--- config.mk ---
export PLATFORM = sky130hd
export DESIGN_NAME = e1ovh_capture
export DESIGN_NICKNAME = d
export VERILOG_FILES = /design/src/rtl/e1ovh_pkg.sv /design/src/rtl/e1ovh_ts0_shift.sv /design/src/rtl/e1ovh_dbl_latch.sv /design/src/rtl/e1ovh_mf_accum.sv /design/src/rtl/e1ovh_capture.sv
export SDC_FILE = /design/constraint.sdc
export NUM_CORES = 1
export LEC_CHECK = 0
export BUFFER_PORTS_ARGS = -buffer_cell sky130_fd_sc_hd__buf_4
export CORE_MARGIN = 3
export CORE_UTILIZATION = 56
export CTS_BUF_LIST = sky130_fd_sc_hd__clkbuf_4
export CTS_CLUSTER_DIAMETER = 100
export DETAILED_ROUTE_END_ITERATION = 8
export PLACE_DENSITY = 0.78
export SYNTH_ARGS = -nofsm -noshare
export SYNTH_HDL_FRONTEND = slang
export SYNTH_SLANG_ARGS = --single-unit
--- constraint.sdc ---
create_clock -name clk -period 2.4 [get_ports clk]
set_input_delay 0.6 -clock clk [delete_from_list [all_inputs] [get_ports clk]]
set_output_delay 0.6 -clock clk [all_outputs]
set_load 0.02 [all_outputs]
--- src/rtl/e1ovh_pkg.sv ---
package e1ovh_pkg;
  localparam int TS_BITS = 8;   // overhead bits at the head of each frame
  localparam int NSA     = 5;   // Sa4..Sa8

  typedef struct packed {
    logic       vld;
    logic       align;
    logic [TS_BITS-1:0] dat;
  } ts0_byte_t;
endpackage

--- src/rtl/e1ovh_ts0_shift.sv ---
module e1ovh_ts0_shift
  import e1ovh_pkg::*;
(
  input  logic      clk,
  input  logic      rst,
  input  logic      bit_in,
  input  logic      bit_en,
  input  logic      frm_start,
  input  logic      frm_align,
  output ts0_byte_t byte_o
);
  localparam int IW = $clog2(TS_BITS + 1);
  localparam logic [IW-1:0] LAST = IW'(TS_BITS - 1);
  localparam logic [IW-1:0] IDLE = IW'(TS_BITS);

  logic [IW-1:0]        idx;
  logic [TS_BITS-2:0]   sh;
  logic                 cur_al;
  logic [IW-1:0]        pos;
  logic                 al_eff;

  always_comb begin
    pos    = frm_start ? '0 : idx;
    al_eff = frm_start ? frm_align : cur_al;
  end

  always_ff @(posedge clk) begin
    if (rst) begin
      idx    <= IDLE;
      sh     <= '0;
      cur_al <= 1'b0;
      byte_o <= '0;
    end else begin
      byte_o.vld <= 1'b0;
      if (bit_en) begin
        cur_al <= al_eff;
        if (pos < IDLE) begin
          sh  <= {sh[TS_BITS-3:0], bit_in};
          idx <= pos + 1'b1;
          if (pos == LAST) begin
            byte_o.vld   <= 1'b1;
            byte_o.align <= al_eff;
            byte_o.dat   <= {sh, bit_in};
          end
        end else begin
          idx <= IDLE;
        end
      end
    end
  end
endmodule

--- src/rtl/e1ovh_dbl_latch.sv ---
module e1ovh_dbl_latch
  import e1ovh_pkg::*;
(
  input  logic               clk,
  input  logic               rst,
  input  ts0_byte_t          byte_i,
  input  logic               pub_go,
  input  logic               clr_flag,
  input  logic [NSA-1:0]     sa_mask,
  input  logic [NSA-1:0]     clr_sa,
  output logic [TS_BITS-1:0] align_q,
  output logic [TS_BITS-1:0] nalign_q,
  output logic               flag,
  output logic [NSA-1:0]     sa_chg,
  output logic               sa_irq
);
  logic [TS_BITS-1:0] pend_a, pend_n;
  logic               have_a, have_pair, seen;
  logic               do_pub;
  logic [NSA-1:0]     new_sa, old_sa, chg_nxt;

  always_comb begin
    do_pub = pub_go && have_pair;
    for (int k = 0; k < NSA; k++) begin
      new_sa[k] = pend_n[NSA-1-k];
      old_sa[k] = nalign_q[NSA-1-k];
    end
    chg_nxt = sa_chg & ~clr_sa;
    if (do_pub && seen)
      chg_nxt = chg_nxt | ((new_sa ^ old_sa) & ~sa_mask);
  end

  always_ff @(posedge clk) begin
    if (rst) begin
      pend_a    <= '0;
      pend_n    <= '0;
      have_a    <= 1'b0;
      have_pair <= 1'b0;
      seen      <= 1'b0;
      align_q   <= '0;
      nalign_q  <= '0;
      flag      <= 1'b0;
      sa_chg    <= '0;
      sa_irq    <= 1'b0;
    end else begin
      if (byte_i.vld) begin
        if (byte_i.align) begin
          pend_a    <= byte_i.dat;
          have_a    <= 1'b1;
          have_pair <= 1'b0;
        end else begin
          pend_n <= byte_i.dat;
          if (have_a) have_pair <= 1'b1;
        end
      end else if (do_pub) begin
        have_a    <= 1'b0;
        have_pair <= 1'b0;
      end
      if (do_pub) begin
        align_q  <= pend_a;
        nalign_q <= pend_n;
        seen     <= 1'b1;
      end
      flag   <= do_pub | (flag & ~clr_flag);
      sa_chg <= chg_nxt;
      sa_irq <= |chg_nxt;
    end
  end
endmodule

--- src/rtl/e1ovh_mf_accum.sv ---
module e1ovh_mf_accum
  import e1ovh_pkg::*;
#(
  parameter int HALF = 8
)(
  input  logic                clk,
  input  logic                rst,
  input  logic                vld,
  input  logic                is_align,
  input  logic                si_bit,
  input  logic [NSA-1:0]      sa_bits,   // index 0 = Sa4
  input  logic                mf_go,
  input  logic                clr_flag,
  output logic [HALF-1:0]     si_a_q,
  output logic [HALF-1:0]     si_n_q,
  output logic [NSA*HALF-1:0] sa_q,
  output logic                flag
);
  localparam int CW = $clog2(HALF + 1) + 1;
  localparam logic [CW-1:0] CMAX = '1;
  localparam logic [CW-1:0] CFULL = CW'(HALF);

  logic [CW-1:0]   cnt_a, cnt_n;
  logic [HALF-1:0] sh_a, sh_n;
  logic            ok;

  assign ok = (cnt_a == CFULL) && (cnt_n == CFULL);

  always_ff @(posedge clk) begin
    if (rst) begin
      cnt_a  <= '0;
      cnt_n  <= '0;
      sh_a   <= '0;
      sh_n   <= '0;
      si_a_q <= '0;
      si_n_q <= '0;
      flag   <= 1'b0;
    end else begin
      if (mf_go) begin
        if (ok) begin
          si_a_q <= sh_a;
          si_n_q <= sh_n;
        end
        cnt_a <= '0;
        cnt_n <= '0;
        sh_a  <= '0;
        sh_n  <= '0;
      end else if (vld) begin
        if (is_align) begin
          sh_a <= {sh_a[HALF-2:0], si_bit};
          if (cnt_a != CMAX) cnt_a <= cnt_a + 1'b1;
        end else begin
          sh_n <= {sh_n[HALF-2:0], si_bit};
          if (cnt_n != CMAX) cnt_n <= cnt_n + 1'b1;
        end
      end
      flag <= (mf_go & ok) | (flag & ~clr_flag);
    end
  end

  for (genvar k = 0; k < NSA; k++) begin : g_lane
    logic [HALF-1:0] sh;
    always_ff @(posedge clk) begin
      if (rst) begin
        sh                   <= '0;
        sa_q[k*HALF +: HALF] <= '0;
      end else if (mf_go) begin
        if (ok) sa_q[k*HALF +: HALF] <= sh;
        sh <= '0;
      end else if (vld && !is_align) begin
        sh <= {sh[HALF-2:0], sa_bits[k]};
      end
    end
  end
endmodule

--- src/rtl/e1ovh_capture.sv ---
module e1ovh_capture
  import e1ovh_pkg::*;
#(
  parameter int MF_FRAMES = 16,
  localparam int HALF = MF_FRAMES / 2
)(
  input  logic                clk,
  input  logic                rst,
  input  logic                rx_bit,
  input  logic                rx_bit_en,
  input  logic                rx_frm_start,
  input  logic                rx_frm_align,
  input  logic                rx_mf_start,
  input  logic [NSA-1:0]      sa_mask,
  input  logic                clr_dbl_flag,
  input  logic                clr_mf_flag,
  input  logic [NSA-1:0]      clr_sa_chg,
  output logic [TS_BITS-1:0]  dbl_align_byte,
  output logic [TS_BITS-1:0]  dbl_nalign_byte,
  output logic                dbl_flag,
  output logic [HALF-1:0]     mf_si_align,
  output logic [HALF-1:0]     mf_si_nalign,
  output logic [NSA*HALF-1:0] mf_sa,
  output logic                mf_flag,
  output logic [NSA-1:0]      sa_chg,
  output logic                sa_irq
);
  ts0_byte_t      cap;
  logic           pub_go, mf_go;
  logic [NSA-1:0] sa_bits;

  assign pub_go = rx_bit_en & rx_frm_start & rx_frm_align;
  assign mf_go  = rx_bit_en & rx_frm_start & rx_mf_start;

  always_comb
    for (int k = 0; k < NSA; k++) sa_bits[k] = cap.dat[NSA-1-k];

  e1ovh_ts0_shift u_shift (
    .clk(clk), .rst(rst), .bit_in(rx_bit), .bit_en(rx_bit_en),
    .frm_start(rx_frm_start), .frm_align(rx_frm_align), .byte_o(cap)
  );

  e1ovh_dbl_latch u_dbl (
    .clk(clk), .rst(rst), .byte_i(cap), .pub_go(pub_go),
    .clr_flag(clr_dbl_flag), .sa_mask(sa_mask), .clr_sa(clr_sa_chg),
    .align_q(dbl_align_byte), .nalign_q(dbl_nalign_byte), .flag(dbl_flag),
    .sa_chg(sa_chg), .sa_irq(sa_irq)
  );

  e1ovh_mf_accum #(.HALF(HALF)) u_mf (
    .clk(clk), .rst(rst), .vld(cap.vld), .is_align(cap.align),
    .si_bit(cap.dat[TS_BITS-1]), .sa_bits(sa_bits), .mf_go(mf_go),
    .clr_flag(clr_mf_flag), .si_a_q(mf_si_align), .si_n_q(mf_si_nalign),
    .sa_q(mf_sa), .flag(mf_flag)
  );
endmodule

Word level (Yosys, flattened, before mapping)
Cells that the tools add are included.

storage, ports and cells
  register bits after elaboration = 187
  output and inout bits = 80

operators by class
  equality and inequality tests = 7
  reduce and logical (&&, ||, !) cells = 18
  bitwise logic cells = 19
  magnitude comparators = 1
  add/sub/neg operators = 3
  multiplexer cells = 11

operators with widths
  kind                   number
  $reduce_and A2 Y1      6
  $add A5 B1 Y5 const B  2
  $and A5 B5 Y5          2
  $eq A5 B4 Y1 const B   2
  $mux W10               1
  $ne A5 B5 Y1 const B   2
  $not A5 Y5             2
  $reduce_and A3 Y1      3
  $mux W4                2
  $mux W1                7
  $and A1 B1 Y1          6
  $mux W5                1
  $not A1 Y1             5
  $or A5 B5 Y5           1
  $reduce_or A5 Y1       1
  $xor A5 B5 Y5          1
  $add A4 B1 Y4 const B  1
  $eq A4 B3 Y1 const B   1
  $logic_and A1 B1 Y1    4
  $lt A4 B4 Y1 const B   1
  $ne A3 B2 Y1 const B   1
  $reduce_or A3 Y1       1
  $ne A2 B2 Y1 const B   1
  $or A1 B1 Y1           2
  other kinds (3)        3

Depth between registers and ports, before layout
Gate-level depths: netlist (run 1).

  word-level depth = 6
  gate-level depth with buffers = 8
  mapped depth without buffers = 7

Hierarchy
From an unflattened synthesis (run 1), not the netlist that was laid out.

unflattened totals
  cells, all modules = 845
  area total of the unflattened synthesis = 7548.5 µm²

modules (own cells, without submodules)
  module           cells each  times used  area an instance (µm²)
  e1ovh_mf_accum   549         1           4988.5
  e1ovh_dbl_latch  191         1           1560.2
  e1ovh_ts0_shift  103         1           987.2
  e1ovh_capture    2           1           12.5

Worst setup path after synthesis (run 1)
No wires, ideal clock.

  path kind = input port to flip-flop
  from = input port rx_frm_start
  to = register u_shift.byte_o[0] (netlist name)
  cell stages on the path = 7
  slack = 0.520 ns
  buffers on the path = 2
  library setup time = 0.128 ns
  arrival = 1.753 ns
  cells stage by stage = clkbuf_1 -> nor2b_1 -> ha_1 -> o2111ai_1 -> buf_2 -> mux2i_1 -> nor2_1

on the way
  word-level cells in the longest chain between the ends = 3
  elaborated cells between the ends (all ways) = 4
  classes of those cells = order compare (1); eq/ne (1); mux (1); reduce/logical (1)

ends and longest elaborated chain
  element                                              line                                          RTL
  start, declared                                      e1ovh_capture.sv:11                           input logic rx_frm_start,
  $mux W4 (*)                                          e1ovh_ts0_shift.sv:23                         pos = frm_start ? '0 : idx;
  $lt A4 B4 Y1 / $eq A4 B3 Y1 (equally long branches)  e1ovh_ts0_shift.sv:37, e1ovh_ts0_shift.sv:40
  $reduce_and A3 Y1 (no source line) (*)               --
  end, declared                                        e1ovh_ts0_shift.sv:10                         output ts0_byte_t byte_o

Mark *: on every way between the ends. The rest lies on a longest branch, timed or not.
A chain may end at the register's enable or synchronous reset.

Final worst setup path (run 1)
  from = register u_mf.cnt_n[4]
  to = register u_mf.sa_q[24]

on the way
  word-level cells in the longest chain between the ends = 3

ends and longest elaborated chain
  element                             line                  RTL
  start, declared                     e1ovh_mf_accum.sv:23  logic [CW-1:0] cnt_a, cnt_n;
  start signal, assigned              e1ovh_mf_accum.sv:54  if (cnt_n != CMAX) cnt_n <= cnt_n + 1'b1;
  $eq A5 B4 Y1                        e1ovh_mf_accum.sv:27  assign ok = (cnt_a == CFULL) && (cnt_n == CFULL);
  $logic_and A1 B1 Y1                 e1ovh_mf_accum.sv:27
  $reduce_and A2 Y1 (no source line)  --
  end signal, assigned by index       e1ovh_mf_accum.sv:68  if (ok) sa_q[k*HALF +: HALF] <= sh;
  end, declared                       e1ovh_mf_accum.sv:16  output logic [NSA*HALF-1:0] sa_q,

Every way passes these cells.

==> impl_metrics.toml, run 1 <==
[run_status]
status = "complete, no violations"

[logic_synthesis]
yosys_most_used_dff = "dfxtp_1"
ys_ff_latch = 187
synth_edf_count = 0
synth.distinct_cells = 39
yosysSeqAreaShare_pct = 55.5
syn_avg_cell_area_um2 = 8.23
synth.cell_area_um2 = 6750
syn-num-nets = 846
synthArstFlopShare_pct = 0
syn_inst = 820
yosysWarnings = 0

[final_layout]
final_net_count = 917
multi_input_area_um2 = 2730
antenna_cells = 0
drive_above_1_share_pct = 15.8
final_common_cell = "nand2_1"
n_fill_cell = 972
syn_to_final_growth_pct = 15.5
seqCellArea_um2 = 3740
most-common-layout-cells = "289 x nand2_1, 187 x dfxtp_1, 155 x a21oi_1, 103 x buf_4, 35 x nor2_1"
final_cell_count_no_fill = 1046

[sta]
fin_crit_sh_pct = 88.6
skew_ns = 0.0130
fin_tns_setup_ns = 0
worst_pin_slew_ns = 0.659
rsz0062_at_grt = "false"
hold_viol_final = 0
slew_headroom_pct = 56.0
period_minus_slack_ns = 2.13
setup_ws_ns = 0.274
setup_violations = 0
hold_slack_ns = 0.299
fmax_ghz = 0.470
timing.final.max_slew_violations = 0

[placed_design]
pre_cts_slack_ns = 0.300
port_buffers = 98
dpl.hpwl_um = 9540
globalplace.congestion = 0.795
place_inst = 1015

[clock_tree]
path_clk_slew_ns = 0.14
clockBufferDepth = 2
root_buffer = "clkbuf_4"
hold_buffers = 0
insertion_delay_ns = 0.54
cts_made_buffers = 17
cts_setup_buffers = 0
cts_sinks = 187
cts_tree = "built"
htreeDepth = 4
cts_resized = 0

[routing]
detail-route-antenna-nets = 0
drc_errors = 0
vias = 5566
first_iter_violations = 370
drt_first_pass_iters = 5
via_per_inst = 5.32
drt-total-wl_um = 14500
wire_per_inst_um = 13.9

[setup_path]
critical_path_class = "flip-flop to flip-flop"
r2r_end = "u_mf.sa_q[24]"
cp_max_fo = 57
cpMaxStageDelayCell = "or4_1"
path_cells = "or4_1, or3_2, buf_4, nand2_1, a21oi_1"
rr_worst_depth = 5
crit_family = "simple AND/OR/NAND/NOR gates"
worst-path-buf-inv = 1
r2r_start = "u_mf.cnt_n[4]"
worst_setup_path_end_kind = "flip-flop"
startpoint_type = "flip-flop"
slowest_delay_ns = 0.57
crit_arrival_ns = 2.53
required_ns = 2.80
r2r_slack_ns = 0.27

[pwr]
p_clk_share_pct = 33.2
p_leak_nw = 2.91
power_switching_mw = 1.04
power.internal_mw = 3.80
switching_share_pct = 21.5
cellPowerDensity_nw_per_um2 = 620
ir_drop_mv = 0.275
p_comb_share_pct = 2.5
pwr-share-seq_pct = 64.3

[floorplan]
die_area_um2 = 13400
die-width_um = 116
rows = 39
die_y_um = 116
initial_core_util_pct = 58.1
coreArea_um2 = 11600
boundaryPins = 99

[hold_path]
hp-start = "clr_mf_flag"
hold_path.class = "input pin to flip-flop"
hold-path-endpoint = "u_mf.flag"
hold_depth = 3

[global_routing]
grtUsageTotal_pct = 22.2
grt-ovfl-total = 0
grt_pass1_vias = 5245
antenna_found_initial = 0
grt_max_degree = 122
grt_pass1_wl_um = 24100

[run]
maxCapViolCount = 0
-- per-stage QoR --
step | power, mW | utilization, % | cell area, um2
5_1_grt | 5.00 | 67.2 | 7800
3_3_place_gp | 3.30 | 64.9 | 7540
3_5_place_dp | 3.30 | 64.9 | 7540
4_1_cts | 4.88 | 67.2 | 7800
6_report | 4.84 | 67.2 | 7800
2_1_floorplan | 3.25 | - | 6750
-- cells by family (layout without fill, tap and decap cells) --
kind of cell | count (synthesis) | in the layout | synth area share, %
adders and majority gates | 7 | 7 | 1.30
muxes | 18 | 18 | 2.71
and+or+nand+nor | 361 | 361 | 21.5
DFF | 187 | 187 | 55.5
AOI/OAI and AO/OA | 171 | 171 | 13.2
buffers and inverters | 65 | 148 | 4.43
xor gates and xnor gates | 11 | 11 | 1.43
-- cells in the mapped netlist, types with 7 or more instances --
master	count	area share, %
inv_1	10	0.56
nand2_1	289	16
dfxtp_1	187	55
nor2_1	35	1.9
xnor2_1	7	0.91
clkbuf_1	37	2.1
nand2b_1	8	0.74
mux2i_1	16	2.4
a21oi_1	155	11
ha_1	7	1.3
-- area by class of cell --
type,count,share of cell area [%]
Clock buffer,21,2.02
Multi-Input combinational cell,568,35.0
Tap cell,143,2.29
Inverter,10,0.481
Sequential cell,187,48.0
Timing Repair Buffer,107,10.9
Clock inverter,10,1.30
-- routing by layer --
layer | track usage [%] | wire, um | vias to the layer above
met3 | 4.18 | 508 | 18
met2 | 39.3 | 7440 | 112
met5 | 0 | 0 | -
li1 | - | - | 2822
met1 | 27.1 | 6350 | 2614
met4 | 7.81 | 198 | 0
-- worst max path at each step --
| stage | startpoint | to | slack (ns) | cells past startpoint |
|---|---|---|---|---|
| after floorplan | rx_frm_start | u_shift.byte_o[0] | 0.52 | 7 |
| after global placement | u_mf.cnt_n[4] | u_mf.sa_q[14] | 0.36 | 5 |
| after global routing | u_mf.cnt_n[4] | u_mf.sa_q[24] | 0.17 | 5 |
| after detailed placement | u_mf.cnt_n[4] | u_mf.sa_q[24] | 0.30 | 5 |
| final | u_mf.cnt_n[4] | u_mf.sa_q[24] | 0.27 | 5 |
| after CTS | u_mf.cnt_n[4] | u_mf.si_a_q[6] | 0.28 | 5 |
-- worst reg2reg max path: cells and delay by family, from the launching register on --
family / cells / cell delay (ns)
DFF: 1 / 0.35
AOI/OAI and AO/OA: 1 / 0.09
and+or+nand+nor: 3 / 1.27
buffers and inverters: 1 / 0.31
-- registers in the layout, summed over array words and instances, names as in the netlist, 4 cells and up --
register	count
u_dbl.nalign_q	8
u_mf.sh_a	8
u_shift.idx	4
u_shift.sh	7
u_mf.g_lane.sh	40
u_dbl.pend_a	8
u_dbl.sa_chg	5
u_mf.si_a_q	8
u_mf.cnt_a	5
u_dbl.pend_n	8
u_mf.sa_q	40
u_mf.cnt_n	5
u_shift.byte_o	10
u_mf.si_n_q	8
u_mf.sh_n	8
u_dbl.align_q	8
-- power groups by stage --
stage	clock (mW)	sequential [mW]	combinational, mW
global placement	0	3.18	0.117
global route	1.75	3.12	0.132
floorplan	0	3.18	0.0732
finish	1.61	3.11	0.120
CTS	1.64	3.11	0.121
detailed placement	0	3.18	0.120
Power figures use the tool's default switching activity.
==> run 2: changes to the inputs <==
Settings changed: CORE_MARGIN 3 to default, CORE_UTILIZATION 56 to 35, PLACE_DENSITY 0.78 to default.
==> run 2 against run 1 <==
Effect of this change:
- clock skew increased by 0.0053 ns
- total power up 8.3%
- cell count up 12%
- die area up 48%
- first-iteration DRC count fell by 32%
- wire length rose by 2.8%
- largest power group unchanged
- clock power rose by 24%
- critical path depth unchanged
- clock-buffer cell count is 4 lower
- setup slack improved by 0.20 ns
- non-clock buffer count is 3 higher
- highest routed layer unchanged
- critical path type unchanged
==> impl_metrics.toml, run 2 (synthesis results as in run 1) <==
[pwr]
pwr-share-seq_pct = 59.5
ir_drop_mv = 0.272
power_switching_mw = 1.15
cellPowerDensity_nw_per_um2 = 648
p_leak_nw = 2.97
p_comb_share_pct = 2.4
p_clk_share_pct = 38.1
switching_share_pct = 22.0
power.internal_mw = 4.09

[global_routing]
grt_pass1_wl_um = 24400
grt-ovfl-total = 0
grt_max_degree = 67
grt_pass1_vias = 4990
antenna_found_initial = 1
grtUsageTotal_pct = 15.4

[routing]
wire_per_inst_um = 12.8
vias = 5432
drt_first_pass_iters = 4
first_iter_violations = 250
detail-route-antenna-nets = 0
drt-total-wl_um = 14900
via_per_inst = 4.65
drc_errors = 0

[setup_path]
critical_path_depth = 5
rr_worst_depth = 5
worst_setup_path_end_kind = "flip-flop"
worst-path-buf-inv = 1
startpoint_type = "flip-flop"
r2r_start = "u_mf.cnt_n[4]"
crit_arrival_ns = 2.39
crit_family = "simple AND/OR/NAND/NOR gates"
path_cells = "or4_1, or3_2, buf_12, nand2_1, a21oi_1"
cp_max_fo = 57
slowest_delay_ns = 0.56
critical_path_class = "flip-flop to flip-flop"
crit_end = "u_mf.si_a_q[3]"
r2r_slack_ns = 0.47
cpMaxStageDelayCell = "or4_1"
required_ns = 2.86
r2r_end = "u_mf.si_a_q[3]"
startpoint = "u_mf.cnt_n[4]"

[final_layout]
syn_to_final_growth_pct = 19.8
final_net_count = 920
most-common-layout-cells = "289 x nand2_1, 187 x dfxtp_1, 155 x a21oi_1, 104 x buf_4, 35 x nor2_1"
reg.largest.list = "u_mf.g_lane.sh x40, u_mf.sa_q x40, u_shift.byte_o x10"
final_common_cell = "nand2_1"
drive_above_1_share_pct = 16.4
utilization_pct = 42.9

[clock_tree]
cts_tree = "built"
cts_setup_buffers = 0
root_buffer = "clkbuf_4"
cts_resized = 0
cts_sinks = 187
htreeDepth = 4
cts_made_buffers = 17
clockBufferDepth = 2
hold_buffers = 0
insertion_delay_ns = 0.58
path_clk_slew_ns = 0.14

[sta]
hold_viol_final = 0
rsz0062_at_grt = "false"
worst_pin_slew_ns = 0.685
setup_ws_ns = 0.474
fmax_ghz = 0.519
fin_crit_sh_pct = 80.2
slew_headroom_pct = 54.4
hold_slack_ns = 0.275
setup_violations = 0
skew_ns = 0.0183
fin_tns_setup_ns = 0
period_minus_slack_ns = 1.93
timing.final.max_slew_violations = 0

[floorplan]
die_y_um = 141
boundaryPins = 99
die-width_um = 141
coreArea_um2 = 18800
die_area_um2 = 19800
rows = 50
initial_core_util_pct = 35.8

[placed_design]
pre_cts_slack_ns = 0.468
globalplace.congestion = 0.750
dpl.hpwl_um = 9490
port_buffers = 98

[run_status]
status = "complete, no violations"

[hold_path]
hold_path.class = "input pin to flip-flop"

[run]
maxCapViolCount = 0
==> run 2: changes by cell type in the layout (fill, tap and decap cells not counted) <==
| cell | delta |
|---|---|
| buf_4 | +1 |
| clkinv_1 | -2 |
| bufinv_16 | +3 |
| inv_6 | +1 |
| clkinvlp_4 | +1 |
| clkinv_4 | +3 |
| clkinv_2 | -1 |
| clkbuf_4 | -4 |
| buf_12 | +2 |
| diode_2 | +1 |
==> run 2: cell type report <==
class | count | area, um2
antenna | 1 | 2.50
clock buffer | 17 | 128
clock inverter | 15 | 221
fill | 1985 | 10700
inverter | 10 | 37.5
multi-input combinational | 568 | 2730
sequential | 187 | 3740
tap | 260 | 325
timing repair buffer | 110 | 901
==> run 2: stage by stage <==
stage / cell area (um2) / cells / total power [mW]
2_1_floorplan: 6750 / 820 / 3.25
4_1_cts: 8080 / 1167 / 5.30
3_5_place_dp: 7730 / 1135 / 3.31
5_1_grt: 8090 / 1168 / 5.44
3_3_place_gp: 7730 / 1135 / 3.31
6_report: 8090 / 1168 / 5.24
==> run 2: worst min-delay path, stage by stage <==
cell      delay (ns)
buf_4           0.07
nand2b_1        0.09
a21oi_1         0.06
==> run 2: worst min path at each step <==
stage | from | to | slack (ns) | depth (start not counted)
after floorplan | u_dbl.pend_a[0] | u_dbl.align_q[0] | 0.43 | 2
after global placement | u_dbl.pend_a[7] | u_dbl.align_q[7] | 0.44 | 2
after detailed placement | u_dbl.pend_a[4] | u_dbl.align_q[4] | 0.44 | 2
after CTS | clr_dbl_flag | u_dbl.flag | 0.23 | 3
after global routing | clr_dbl_flag | u_dbl.flag | 0.23 | 3
final | clr_dbl_flag | u_dbl.flag | 0.27 | 3
==> run 2: metal layers <==
| layer | GRT usage [%] | vias up | routed length [um] |
|---|---|---|---|
| met2 | 25.7 | 83 | 7020 |
| met5 | 0 | - | 0 |
| met4 | 5.66 | 0 | 220 |
| met3 | 3.23 | 16 | 436 |
| met1 | 19.5 | 2504 | 7220 |
| li1 | - | 2829 | - |
==> run 2: power by group through the flow <==
stage               clock network, mW  registers (mW)  logic (mW)
floorplan                           0            3.18      0.0732
global placement                    0            3.18       0.128
detailed placement                  0            3.18       0.128
CTS                              2.06            3.11       0.128
global route                     2.18            3.12       0.139
finish                           2.00            3.11       0.126
==> run 3: changes to the inputs <==
Clock period 2.4 ns to 1.6 ns, I/O delays scaled along.
==> run 3 against run 2 <==
Effect of this change:
- the run now ends with setup timing left
- combinational power grew 64%
- critical path depth is the same
- global-route usage grew 0.62 points
- largest power group unchanged
- sequential power grew 50%
- critical path type unchanged
- clock skew grew 0.0049 ns
- cell count grew 2.4%
- non-clock buffer count grew 28
- wire length grew 3.9%
==> impl_metrics.toml, run 3 (synthesis results as in run 1) <==
[pwr]
p_leak_nw = 3.11
cellPowerDensity_nw_per_um2 = 850
ir_drop_mv = 0.400

[floorplan]
boundaryPins = 99
die-width_um = 141
die_y_um = 141
initial_core_util_pct = 35.8
rows = 50
coreArea_um2 = 18800
die_area_um2 = 19800

[routing]
vias = 5574
first_iter_violations = 328
drt-total-wl_um = 15500
via_per_inst = 4.66
detail-route-antenna-nets = 0
drc_errors = 0
wire_per_inst_um = 12.9
drt_first_pass_iters = 4

[setup_path]
slowest_delay_ns = 0.55
path_cells = "or4_4, or3_4, buf_12, nand2_1, a21oi_1"
required_ns = 2.04
worst_setup_path_end_kind = "flip-flop"
critical_path_class = "flip-flop to flip-flop"
crit_arrival_ns = 2.22
startpoint_type = "flip-flop"
startpoint = "u_mf.cnt_n[4]"
cpMaxStageDelayCell = "or4_4"
r2r_start = "u_mf.cnt_n[4]"
cp_max_fo = 32

[clock_tree]
clockBufferDepth = 2
cts_made_buffers = 17
path_clk_slew_ns = 0.16
cts_sinks = 187
htreeDepth = 4
insertion_delay_ns = 0.58
root_buffer = "clkbuf_4"
cts_tree = "built"

[global_routing]
antenna_found_initial = 1
grt_pass1_wl_um = 25200
grt_max_degree = 85
grtUsageTotal_pct = 16.0
grt-ovfl-total = 0
grt_pass1_vias = 5053

[sta]
slew_headroom_pct = 57.2
fin_tns_setup_ns = -8.50
fin_crit_sh_pct = 111
fmax_ghz = 0.563
timing.final.max_slew_violations = 0
setup_violations = 57
hold_slack_ns = 0.0617
rsz0062_at_grt = "true"
skew_ns = 0.0232
setup_ws_ns = -0.175
period_minus_slack_ns = 1.78
worst_pin_slew_ns = 0.642
hold_viol_final = 0

[placed_design]
dpl.hpwl_um = 9920
pre_cts_slack_ns = -0.181
globalplace.congestion = 0.799
port_buffers = 98

[final_layout]
final_common_cell = "nand2_1"
seqCellArea_um2 = 3760
most-common-layout-cells = "289 x nand2_1, 172 x dfxtp_1, 155 x a21oi_1, 120 x buf_4, 35 x nor2_1"
utilization_pct = 44.8
final_net_count = 948
reg.largest.list = "u_mf.g_lane.sh x40, u_mf.sa_q x40, u_shift.byte_o x10"
syn_to_final_growth_pct = 25.0
drive_above_1_share_pct = 21.4
multi_input_area_um2 = 2810
n_fill_cell = 1891

[hold_path]
hold_path.class = "input pin to flip-flop"
hp-start = "clr_mf_flag"

[run_status]
violations = "setup timing"
status = "complete, but fails checks"

[run]
maxCapViolCount = 0
-- run 3: path summary, 6_finish.rpt --
| path | to | slack (ns) | cells after the start |
|---|---|---|---|
| max | u_mf.sa_q[24] | -0.18 | 5 |
| min | u_mf.flag | 0.06 | 3 |
| max reg2reg | u_mf.sa_q[24] | -0.18 | 5 |
| min reg2reg | u_mf.si_a_q[2] | 0.46 | 2 |
-- run 3: per-layer routing --
| metal | track usage, % | part of all wire, % | vias to the layer above |
|---|---|---|---|
| met1 | 21.1 | 48 | 2578 |
| li1 | - | - | 2892 |
| met5 | 0 | 0 | - |
| met4 | 6.18 | 1.0 | 0 |
| met2 | 25.9 | 48 | 94 |
| met3 | 3.02 | 3.7 | 10 |
-- run 3: where the power goes --
group          internal [mW]  leakage [nW]  total, mW  switching (mW)
sequential              4.66          1.51       4.67         0.00602
clock                  0.641         0.123       2.29            1.65
combinational         0.0815          1.47      0.207           0.125
-- run 3: stage by stage --
stage	power (mW)	std cells	instance area (um2)
CTS	7.30	1193	8340
finish	7.17	1196	8440
detailed placement	4.98	1155	7960
global placement	4.98	1155	7960
global route	7.51	1196	8440
floorplan	4.88	820	6770
-- run 3: repair_timing --
action                                  4_1_cts  5_1_grt
gates resized for setup                      16       17
hold buffers                                  0        0
endpoints found under the setup margin       65       71
cloned                                        2        1
pin swaps                                     6        5
buffers inserted                              4        1
-- run 3: final cells by class --
cell class / count / share of cell area [%]
multi-input cells: 568 / 33.3
clock inverters: 15 / 1.41
repair buffers: 138 / 14.8
diodes: 1 / 0.0297
flip-flops and latches: 187 / 44.6
inverters: 10 / 0.445
well taps: 260 / 3.86
clock buffers: 17 / 1.51
-- run 3: critical path, delay by kind of cell, from the launching register on --
| kind | cells | cell delay (ns) |
|---|---|---|
| and+or+nand+nor | 3 | 1.05 |
| buffers and inverters | 1 | 0.18 |
| DFF | 1 | 0.35 |
| AOI/OAI and AO/OA | 1 | 0.06 |
